### config.mk
export PLATFORM = sky130hd
export DESIGN_NAME = i2c_cfg_slave
export DESIGN_NICKNAME = d
export VERILOG_FILES = /design/src/rtl/regport_pkg.sv /design/src/rtl/regport_sync.sv /design/src/rtl/regport_bank.sv /design/src/rtl/i2c_cfg_slave.sv
export SDC_FILE = /design/constraint.sdc
export NUM_CORES = 2
export LEC_CHECK = 0
export BUFFER_PORTS_ARGS = -buffer_cell sky130_fd_sc_hd__buf_4
export CAP_MARGIN = 20
export CORE_UTILIZATION = 45
export CTS_CLUSTER_DIAMETER = 200
export DETAILED_ROUTE_END_ITERATION = 16
export PLACE_DENSITY_LB_ADDON = 0.05
export SLEW_MARGIN = 10
export SYNTH_ARGS = -nofsm -noshare
export SYNTH_HDL_FRONTEND = slang
export SYNTH_SLANG_ARGS = --single-unit
export TNS_END_PERCENT = 1
### constraint.sdc
create_clock -name clk -period 3.9 [get_ports clk]
set_clock_uncertainty 0.2 [all_clocks]
set_input_delay 0.585 -clock clk [delete_from_list [all_inputs] [get_ports clk]]
set_output_delay 0.585 -clock clk [all_outputs]
set_load 0.02 [all_outputs]
### src/rtl/regport_pkg.sv
package regport_pkg;
  typedef enum logic [2:0] {
    ST_IDLE,
    ST_RX,
    ST_ACK,
    ST_TX,
    ST_MACK
  } phase_t;

  typedef enum logic [1:0] {
    K_ADDR,
    K_SUB,
    K_DATA
  } kind_t;
endpackage

### src/rtl/regport_sync.sv
module regport_sync #(
  parameter int STAGES = 2
) (
  input  logic clk,
  input  logic rst_n,
  input  logic line_in,
  output logic level,
  output logic rise,
  output logic fall
);
  // pipe[STAGES-1] is the synchronized level, pipe[STAGES] its previous value
  logic [STAGES:0] pipe;

  always_ff @(posedge clk or negedge rst_n) begin
    if (!rst_n) pipe <= '1;
    else        pipe <= {pipe[STAGES-1:0], line_in};
  end

  assign level = pipe[STAGES-1];
  assign rise  = pipe[STAGES-1] & ~pipe[STAGES];
  assign fall  = ~pipe[STAGES-1] & pipe[STAGES];
endmodule

### src/rtl/regport_bank.sv
module regport_bank #(
  parameter int DEPTH = 249,
  parameter int BW    = 8,
  parameter int AW    = 8
) (
  input  logic          clk,
  input  logic          rst_n,
  input  logic          wr_en,
  input  logic [AW-1:0] wr_idx,
  input  logic [BW-1:0] wr_data,
  input  logic [AW-1:0] rd_idx,
  output logic [BW-1:0] rd_data
);
  localparam logic [AW-1:0] LAST = AW'(DEPTH - 1);

  logic [BW-1:0] mem [DEPTH];
  logic [AW-1:0] rd_clamped;

  always_ff @(posedge clk or negedge rst_n) begin
    if (!rst_n) begin
      for (int i = 0; i < DEPTH; i++) mem[i] <= '0;
    end else if (wr_en) begin
      mem[wr_idx] <= wr_data;
    end
  end

  assign rd_clamped = (rd_idx > LAST) ? LAST : rd_idx;
  assign rd_data    = mem[rd_clamped];


  wr_in_range_chk: assert property (@(posedge clk) disable iff (!rst_n)
    wr_en |-> (wr_idx <= LAST));
endmodule

### src/rtl/i2c_cfg_slave.sv
module i2c_cfg_slave #(
  parameter logic [5:0] DEV_ADDR_HI = 6'b010000,
  parameter int         NUM_REGS    = 249,
  parameter int         SYNC_STAGES = 2
) (
  input  logic clk,
  input  logic rst_n,
  input  logic scl_in,
  input  logic sda_in,
  input  logic addr_strap,
  output logic sda_oe
);
  import regport_pkg::*;

  localparam int BW    = 8;
  localparam int AW    = $clog2(NUM_REGS + 1);
  localparam int CNT_W = $clog2(BW + 1);
  localparam logic [AW-1:0]    LAST_P = AW'(NUM_REGS - 1);
  localparam logic [CNT_W-1:0] BITS   = CNT_W'(BW);

  // line 0 = SCL, line 1 = SDA
  logic [1:0] raw, lvl, rise, fall;
  assign raw = {sda_in, scl_in};

  for (genvar g = 0; g < 2; g++) begin : g_line
    regport_sync #(.STAGES(SYNC_STAGES)) u_sync (
      .clk    (clk),
      .rst_n  (rst_n),
      .line_in(raw[g]),
      .level  (lvl[g]),
      .rise   (rise[g]),
      .fall   (fall[g])
    );
  end

  logic scl_lvl, scl_rise, scl_fall, sda_lvl, start_det, stop_det;
  assign scl_lvl   = lvl[0];
  assign scl_rise  = rise[0];
  assign scl_fall  = fall[0];
  assign sda_lvl   = lvl[1];
  assign start_det = fall[1] & scl_lvl;
  assign stop_det  = rise[1] & scl_lvl;

  phase_t           phase;
  kind_t            kind;
  logic [CNT_W-1:0] cnt;
  logic [BW-1:0]    shreg;
  logic             rnw;
  logic             mack_ok;
  logic [AW-1:0]    ptr;

  logic             addr_hit, byte_ok, wr_en;
  logic [AW-1:0]    ptr_rd_next, rd_idx;
  logic [BW-1:0]    rd_data;

  assign addr_hit    = (shreg[BW-1:1] == {DEV_ADDR_HI, addr_strap});
  assign ptr_rd_next = (ptr >= LAST_P) ? ptr : ptr + 1'b1;
  assign rd_idx      = (phase == ST_MACK) ? ptr_rd_next : ptr;

  always_comb begin
    case (kind)
      K_ADDR:  byte_ok = addr_hit;
      K_SUB:   byte_ok = (AW'(shreg) <= LAST_P);
      default: byte_ok = (ptr <= LAST_P);
    endcase
  end

  assign wr_en = (phase == ST_RX) && (kind == K_DATA) && scl_fall &&
                 (cnt == BITS) && (ptr <= LAST_P);

  regport_bank #(.DEPTH(NUM_REGS), .BW(BW), .AW(AW)) u_bank (
    .clk    (clk),
    .rst_n  (rst_n),
    .wr_en  (wr_en),
    .wr_idx (ptr),
    .wr_data(shreg),
    .rd_idx (rd_idx),
    .rd_data(rd_data)
  );

  always_ff @(posedge clk or negedge rst_n) begin
    if (!rst_n) begin
      phase   <= ST_IDLE;
      kind    <= K_ADDR;
      cnt     <= '0;
      shreg   <= '0;
      rnw     <= 1'b0;
      mack_ok <= 1'b0;
      ptr     <= '0;
      sda_oe  <= 1'b0;
    end else if (start_det) begin
      phase  <= ST_RX;
      kind   <= K_ADDR;
      cnt    <= '0;
      sda_oe <= 1'b0;
    end else if (stop_det) begin
      phase  <= ST_IDLE;
      sda_oe <= 1'b0;
    end else begin
      case (phase)
        ST_RX: begin
          if (scl_rise && cnt < BITS) begin
            shreg <= {shreg[BW-2:0], sda_lvl};
            cnt   <= cnt + 1'b1;
          end else if (scl_fall && cnt == BITS) begin
            if (byte_ok) begin
              sda_oe <= 1'b1;
              phase  <= ST_ACK;
              case (kind)
                K_ADDR:  rnw <= shreg[0];
                K_SUB:   ptr <= AW'(shreg);
                default: ptr <= ptr + 1'b1;
              endcase
            end else begin
              phase <= ST_IDLE;
            end
          end
        end
        ST_ACK: begin
          if (scl_fall) begin
            cnt <= '0;
            if (kind == K_ADDR && rnw) begin
              phase  <= ST_TX;
              shreg  <= rd_data;
              sda_oe <= ~rd_data[BW-1];
            end else begin
              phase  <= ST_RX;
              sda_oe <= 1'b0;
              kind   <= (kind == K_ADDR) ? K_SUB : K_DATA;
            end
          end
        end
        ST_TX: begin
          if (scl_rise) begin
            cnt <= cnt + 1'b1;
          end else if (scl_fall) begin
            if (cnt == BITS) begin
              sda_oe <= 1'b0;
              phase  <= ST_MACK;
            end else begin
              shreg  <= {shreg[BW-2:0], 1'b0};
              sda_oe <= ~shreg[BW-2];
            end
          end
        end
        ST_MACK: begin
          if (scl_rise) begin
            mack_ok <= ~sda_lvl;
          end else if (scl_fall) begin
            if (mack_ok) begin
              ptr    <= ptr_rd_next;
              shreg  <= rd_data;
              sda_oe <= ~rd_data[BW-1];
              cnt    <= '0;
              phase  <= ST_TX;
            end else begin
              phase <= ST_IDLE;
            end
          end
        end
        default: ;
      endcase
    end
  end


  idle_release_chk: assert property (@(posedge clk) disable iff (!rst_n)
    (phase == ST_IDLE) |-> !sda_oe);


  oe_after_fall_chk: assert property (@(posedge clk) disable iff (!rst_n)
    (sda_oe != $past(sda_oe)) |-> $past(scl_fall));


  start_restart_chk: assert property (@(posedge clk) disable iff (!rst_n)
    start_det |=> (phase == ST_RX && kind == K_ADDR && cnt == '0));


  stop_idle_chk: assert property (@(posedge clk) disable iff (!rst_n)
    stop_det |=> (phase == ST_IDLE));


  ptr_bound_chk: assert property (@(posedge clk) disable iff (!rst_n)
    ptr <= LAST_P + 1'b1);
endmodule

# Word-level counts from Yosys, hierarchy flattened
# Cells that the tools add are included.
[classes] n_mux=71 add_sub_neg=2 n_bitwise=17 n_eq_ne=39 order_cmp=8 n_reduce_logical=23 multipliers=0 div=0 shift=0
[ops] op="1992-bit bitwise mux" count=1
[ops] op="8-bit two-way mux" count=21
[ops] op="8-bit binary-select mux with 8-bit select" count=1
[ops] op="8-bit demux with 8-bit select" count=1
[ops] op="4-bit inequality test (second input constant)" count=9
[ops] op="4-bit two-way mux" count=8
[ops] op="8-bit case mux with 2 select lines" count=2
[ops] op="8-bit case mux with 4 select lines" count=1
[ops] op="3-bit two-way mux" count=10
[ops] op="2-bit inequality test (second input constant)" count=13
[ops] op="10-bit AND reduction" count=2
[ops] op="9-bit greater-or-equal comparator (second input constant)" count=2
[ops] op="2-bit two-way mux" count=9
[ops] op="8-bit inverter with 9-bit output" count=2
[ops] op="8-bit <= comparator (second input constant)" count=2
[ops] op="4-bit case mux with 4 select lines" count=1
[ops] op="3-bit inequality test (second input constant)" count=5
[ops] op="1-bit two-way mux" count=13
[ops] op="3-bit case mux with 4 select lines" count=1
[ops] op="12-bit AND reduction" count=1
[ops] op="9-bit by 1-bit less-than comparator with 1-bit output (second input constant)" count=1
[ops] op="1-bit inverter" count=9
[ops] op="9-bit AND reduction" count=1
[ops] op="8-bit by 1-bit adder with 8-bit output (second input constant)" count=1
[ops] op="26 further kinds" count=43
[word_totals] input_bits=5 n_memories=0 rom_bits=0 wordCells=419 output_inout_bits=1 latch_bits=0 regBits=2026 mem_bits_rw=0

# Depth between registers and ports, before layout
[logic_depth] depth_word=16 depth_mapped=18 ltp_nobuf=13

# Modules after synthesis
# Synthesis repeated with hierarchy kept, for this count alone.
[hier_totals] hier_cells=7573 hier_area_um2=96171.0
[by_module_without_submodules] mod="regport_bank" cells_each=7320 seq_area_each_um2=49847.8 area_per_inst_um2=93818.7 instances=1
[by_module_without_submodules] mod="i2c_cfg_slave" cells_each=243 seq_area_each_um2=700.7 area_per_inst_um2=2164.6 instances=1
[by_module_without_submodules] mod="regport_sync" cells_each=5 seq_area_each_um2=78.8 area_per_inst_um2=93.8 instances=2

# Worst setup path after synthesis
# OpenSTA, ideal clock, no wires.
[synth_path] path_kind="register -> register" start="register ptr[0]" end="register shreg[3]" arrival_ns=3.589 setup_slack_ns=-0.009 required_ns=3.580 path_stages_with_launch=16 setup_time_ns=0.120 synth_period_minus_slack_ns=3.909 path_buffers=3 path_cell_list="dfrtp_1 -> buf_2 -> clkinv_1 -> ha_1 -> nand4bb_1 -> a21oi_1 -> nor2_1 -> a31oi_2 -> clkbuf_1 -> clkbuf_1 -> nand3_1 -> o221ai_1 -> nand2_1 -> a221oi_1 -> o21ai_0 -> a41o_1"
[synth_between] elab_chain_len=13 elab_cells_between_ends=16 cone_classes="add/sub (1); order compare (2); mux (12); bitwise (1)"
[synth_rtl] element="start, declared" line="i2c_cfg_slave.sv:50" source="logic [AW-1:0] ptr;"
[synth_rtl] element="start signal, assigned" line="i2c_cfg_slave.sv:111" source="K_SUB: ptr <= AW'(shreg);"
[synth_rtl] element="start signal, assigned" line="i2c_cfg_slave.sv:112" source="default: ptr <= ptr + 1'b1;"
[synth_rtl] element="start signal, assigned" line="i2c_cfg_slave.sv:151" source="ptr <= ptr_rd_next;"
[synth_rtl] element="8-bit by 1-bit adder with 8-bit output or 8-bit greater-or-equal comparator (tied branches)" line="i2c_cfg_slave.sv:57" source="assign ptr_rd_next = (ptr >= LAST_P) ? ptr : ptr + 1'b1;"
[synth_rtl] element="8-bit two-way mux" line="i2c_cfg_slave.sv:57"
[synth_rtl] element="8-bit two-way mux (*)" line="i2c_cfg_slave.sv:58" source="assign rd_idx = (phase == ST_MACK) ? ptr_rd_next : ptr;"
[synth_rtl] element="8-bit greater-than comparator" line="regport_bank.sv:27" source="assign rd_clamped = (rd_idx > LAST) ? LAST : rd_idx;"
[synth_rtl] element="8-bit two-way mux (*)" line="regport_bank.sv:27"
[synth_rtl] element="8-bit inverter with 9-bit output (not written as such) (*)" line="regport_bank.sv:28" source="assign rd_data = mem[rd_clamped];"
[synth_rtl] element="8-bit binary-select mux with 8-bit select (*)" line="regport_bank.sv:28"
[synth_rtl] element="8-bit two-way mux (not written as such) (*) (2 in a row)" line="regport_bank.sv:28"
[synth_rtl] element="8-bit two-way mux" line="i2c_cfg_slave.sv:150" source="if (mack_ok) begin"
[synth_rtl] element="8-bit two-way mux" line="i2c_cfg_slave.sv:149" source="end else if (scl_fall) begin"
[synth_rtl] element="8-bit two-way mux" line="i2c_cfg_slave.sv:147" source="if (scl_rise) begin"
[synth_rtl] element="8-bit case mux with 4 select lines (*)" line="i2c_cfg_slave.sv:100" source="case (phase)"
[synth_rtl] element="end signal, assigned" line="i2c_cfg_slave.sv:103" source="shreg <= {shreg[BW-2:0], sda_lvl};"
[synth_rtl] element="end signal, assigned" line="i2c_cfg_slave.sv:141" source="shreg <= {shreg[BW-2:0], 1'b0};"
[synth_rtl] element="end signal, assigned" line="i2c_cfg_slave.sv:152" source="shreg <= rd_data;"
[synth_rtl] element="end, declared" line="i2c_cfg_slave.sv:47" source="logic [BW-1:0] shreg;"
# Mark *: on every way between the ends. The rest lies on a longest branch, timed or not. The select of a mux whose other input is x is not followed.
# A chain may end at the register's enable or synchronous reset.

# Worst setup path in the final report
[layout_path] start="register phase[1]" end="register shreg[1]"
[layout_between] elab_chain_len=12 elab_cells_between_ends=28 cone_classes="order compare (1); eq/ne (13); mux (11); bitwise (1); reduce/logical (2)"
[layout_rtl] element="start, declared" line="i2c_cfg_slave.sv:44" source="phase_t phase;"
[layout_rtl] element="start signal, assigned" line="i2c_cfg_slave.sv:83" source="phase <= ST_IDLE;"
[layout_rtl] element="start signal, assigned" line="i2c_cfg_slave.sv:92" source="phase <= ST_RX;"
[layout_rtl] element="start signal, assigned" line="i2c_cfg_slave.sv:97" source="phase <= ST_IDLE;"
[layout_rtl] element="3-bit == test" line="i2c_cfg_slave.sv:58, i2c_cfg_slave.sv:100"
[layout_rtl] element="8-bit two-way mux" line="i2c_cfg_slave.sv:58"
[layout_rtl] element="8-bit greater-than comparator" line="regport_bank.sv:27"
[layout_rtl] element="8-bit two-way mux" line="regport_bank.sv:27"
[layout_rtl] element="8-bit inverter with 9-bit output (not written as such)" line="regport_bank.sv:28"
[layout_rtl] element="8-bit binary-select mux with 8-bit select" line="regport_bank.sv:28"
[layout_rtl] element="8-bit two-way mux (not written as such) (2 in a row)" line="regport_bank.sv:28"
[layout_rtl] element="8-bit two-way mux" line="i2c_cfg_slave.sv:150"
[layout_rtl] element="8-bit two-way mux" line="i2c_cfg_slave.sv:149"
[layout_rtl] element="8-bit two-way mux" line="i2c_cfg_slave.sv:147"
[layout_rtl] element="8-bit case mux with 4 select lines" line="i2c_cfg_slave.sv:100"
# Several ways; a longest one is shown, not always the timed one. The select of a mux whose other input is x is not followed.

==> qor.csv <==
metric,value,unit
fin_util,56.5,%
ios,6,
clk_pin_slew,60,ps
pwr-share-clk,45.6,%
hold_viol,0,
drtAntennaViolNets,0,
power_frac_comb,9.7,%
endpoint_kind,flip-flop,
max_cap_violations,0,
drt_iter0_drc,8540,
ys_types,93,
synth_top_cell_by_area,dfrtp_1,
grt_max_degree,184,
maxSlewViolCount,0,
wl_per_cell,34.3,µm
antenna_found_initial,30,
final_area,117000,µm²
r2r_slack,-500,ps
required,4470,ps
cts_sinks,2026,
grt_usage,39.2,%
initial_core_util,45.5,%
ys_seq_area_share,53.6,%
cts-root-buf,clkbuf_16,
period_share,113,%
core-area,208000,µm²
vdd_drop_max,0.000552,V
fmax,227,MHz
leakage,55.1,nW
critPathLaunchType,flip-flop,
rsz0062_at_grt,true,
maxSlewHeadroom,4.89,%
grt.overflow.total,0,
p_sw_share,28.5,%
max_slew.worst_pin.slew,1430,ps
post-route-min-period,4400,ps
synth.area.top_cells,"dfrtp_1 (53%), mux2_2 (23%), nand2_1 (5.3%)",
syn_nets,8131,
ys.flop_type,dfrtp_1,
synth_cells,8120,
synth-compound-area-share,8.00,%
h-tree-depth,4,
cts_tree,done,
post-place-ws,-1380,ps
final_nets,9137,
yosys_warnings,0,
synth_top_family_by_area,multiplexers,
syn2layout_area_growth,24.3,%
worstPathArrival,4970,ps
vias,75800,
fillers,17800,
clk_latency,930,ps
ys_seq_elements,2026,
reg2reg_to,shreg[1]$_DFFE_PN0P_,
p_int,34.2,mW
r2r_cells,17,
post_synth.cell_area_avg,11.6,µm²
wl,415,mm
p_sw,13.6,mW
die_area,212000,µm²
synthMuxAreaShare,25.7,%
synthSimpleGateAreaFrac,9.69,%
setup_slack,-500,ps
r2r-start,phase[1]$_DFFE_PN0P_,
port_buffers,5,
synth_edf_count,0,
holdCritPathClass,input pin to async pin,
first_global_vias,75200,
vias_per_cell,6.26,
synthXorXnorAreaFrac,0.0834,%
setup_violations,9,
syn_area,94500,µm²
rows,167,
synth_top_area_share,53.5,%
pwr-share-seq,44.7,%
cts_buffer_depth,3,
synth_adder_area_share,0.0794,%
grt_pass1_wl,588,mm
first_pass_iters,6,
ys_async_sr_fraction,100,%
place.gp.congestion,1.03,
crit_fanout,9,
drc,0,
powerDensity,407,nW/µm²
violations,setup timing,
die_w,460,µm
place_area,108000,µm²
status,"complete, but fails checks",
final_layout_size_suffix_gt1_share,42.2,%
cts_buffers,220,
hpwl,284,mm
crit_type,flip-flop to flip-flop,
die_h,460,µm
-- layer usage --
metal	wire length [µm]	track usage (%)
met2	180000	57.7
met3	37100	9.63
met4	23700	19.4
met1	174000	53.8
met5	143	0
-- power groups by stage --
stage | Sequential [mW] | Clock, mW | Combinational (mW)
3_3_place_gp | 21.7 | 0 | 4.48
5_1_grt | 21.3 | 22.9 | 4.75
6_report | 21.3 | 21.8 | 4.64
2_1_floorplan | 21.5 | 0 | 2.11
4_1_cts | 21.3 | 22.1 | 4.54
3_5_place_dp | 21.7 | 0 | 4.50
-- synthesized netlist by cell type, types with 30 or more instances --
cell type / n
dfrtp_1: 2020
mux2_2: 1960
nand2_1: 1323
clkbuf_1: 379
nand3_1: 352
nor2_1: 308
a21oi_1: 209
mux2i_1: 193
o21ai_0: 185
buf_2: 165
a31oi_1: 152
o22ai_1: 79
o221ai_1: 67
a221oi_1: 59
nor3_1: 47
buf_1: 41
o211ai_1: 35
a22oi_1: 30
-- cell usage in the layout (no fill, tap or decap), drive strengths merged, types with 15 or more instances in the layout --
| cell | n |
|---|---|
| a2111oi | 19 |
| a211oi | 24 |
| a21oi | 210 |
| a221oi | 61 |
| a222oi | 15 |
| a22oi | 30 |
| a31oi | 157 |
| a32oi | 21 |
| and3 | 23 |
| buf | 1393 |
| clkbuf | 333 |
| clkinv | 57 |
| dfrtp | 2020 |
| diode | 15 |
| inv | 18 |
| mux2 | 1965 |
| mux2i | 193 |
| nand2 | 1323 |
| nand2b | 21 |
| nand3 | 353 |
| nand4 | 29 |
| nor2 | 310 |
| nor2b | 15 |
| nor3 | 50 |
| nor4 | 19 |
| o2111ai | 18 |
| o211ai | 35 |
| o21ai | 201 |
| o221ai | 67 |
| o22ai | 79 |
-- timing repair --
action,CTS,global route
hold buffers,3,0
gates cloned,4,0
buffers inserted,56,5
pin swaps,59,17
resized for setup,209,27
endpoints found under the hold margin,681,0
setup endpoints to repair,9,9
-- critical path: stages (launching register included) --
cell and delay [ps]:
dfrtp_1 380, or3b_4 440, a21oi_4 260, buf_6 170, xnor2_4 240, o31ai_4 160
buf_6 170, buf_12 150, buf_12 160, buf_4 160, nand2_1 70, a21oi_1 90
or4_4 440, a221oi_4 480, buf_6 190, o221ai_2 170, o211ai_1 160, a311oi_1 110
-- cell type report --
type,count,area [µm²],share of cell area (%)
flip-flops and latches,2026,50700,43.2
multi-input cells,5468,42400,36.1
repair buffers,1398,13200,11.2
clock buffers,333,6530,5.56
well taps,2788,3490,2.97
clock inverters,79,1020,0.866
inverters,12,48.8,0.0415
diodes,15,37.5,0.0320
-- logic make-up after synthesis --
family | count (synthesis)
AOI/OAI and AO/OA | 1102
xor gates and xnor gates | 9
adders and majority gates | 6
buffers and inverters | 626
DFF | 2026
muxes | 2167
and+or+nand+nor | 2184
-- sequential cells by signal, summed over array words and instances (netlist names) --
name	cells
u_bank.mem	1992
ptr	8
shreg	8
g_line.u_sync.pipe	6
cnt	4
phase	3
kind	2
mack_ok	1
rnw	1
sda_oe	1
-- through the flow --
step | hold slack (ps) | cells | TNS, ps | total power [mW]
6_report | 56.9 | 12100 | -4060 | 47.8
5_1_grt | 80.4 | 12100 | -4830 | 49.0
4_1_cts | 47.8 | 12100 | -3110 | 47.9
3_5_place_dp | 149 | 11600 | -8620 | 26.2
3_3_place_gp | 146 | 11600 | -9160 | 26.2
2_1_floorplan | 89.4 | 8120 | 0 | 23.6
-- how the worst max path moves through the flow --
| stage | startpoint | to | slack, ps | depth (start not counted) |
|---|---|---|---|---|
| finish | phase[1]$_DFFE_PN0P_ | shreg[1]$_DFFE_PN0P_ | -500 | 17 |
| global route | phase[1]$_DFFE_PN0P_ | sda_oe$_DFFE_PN0P_ | -570 | 19 |
| CTS | phase[1]$_DFFE_PN0P_ | shreg[3]$_DFFE_PN0P_ | -380 | 21 |
| detailed placement | phase[1]$_DFFE_PN0P_ | shreg[1]$_DFFE_PN0P_ | -1380 | 17 |
| global placement | phase[1]$_DFFE_PN0P_ | shreg[3]$_DFFE_PN0P_ | -1710 | 14 |
| floorplan | ptr[0]$_DFFE_PN0P_ | shreg[4]$_DFFE_PN0P_ | 90 | 16 |
Note: power is estimated with default switching activity, not from simulation.
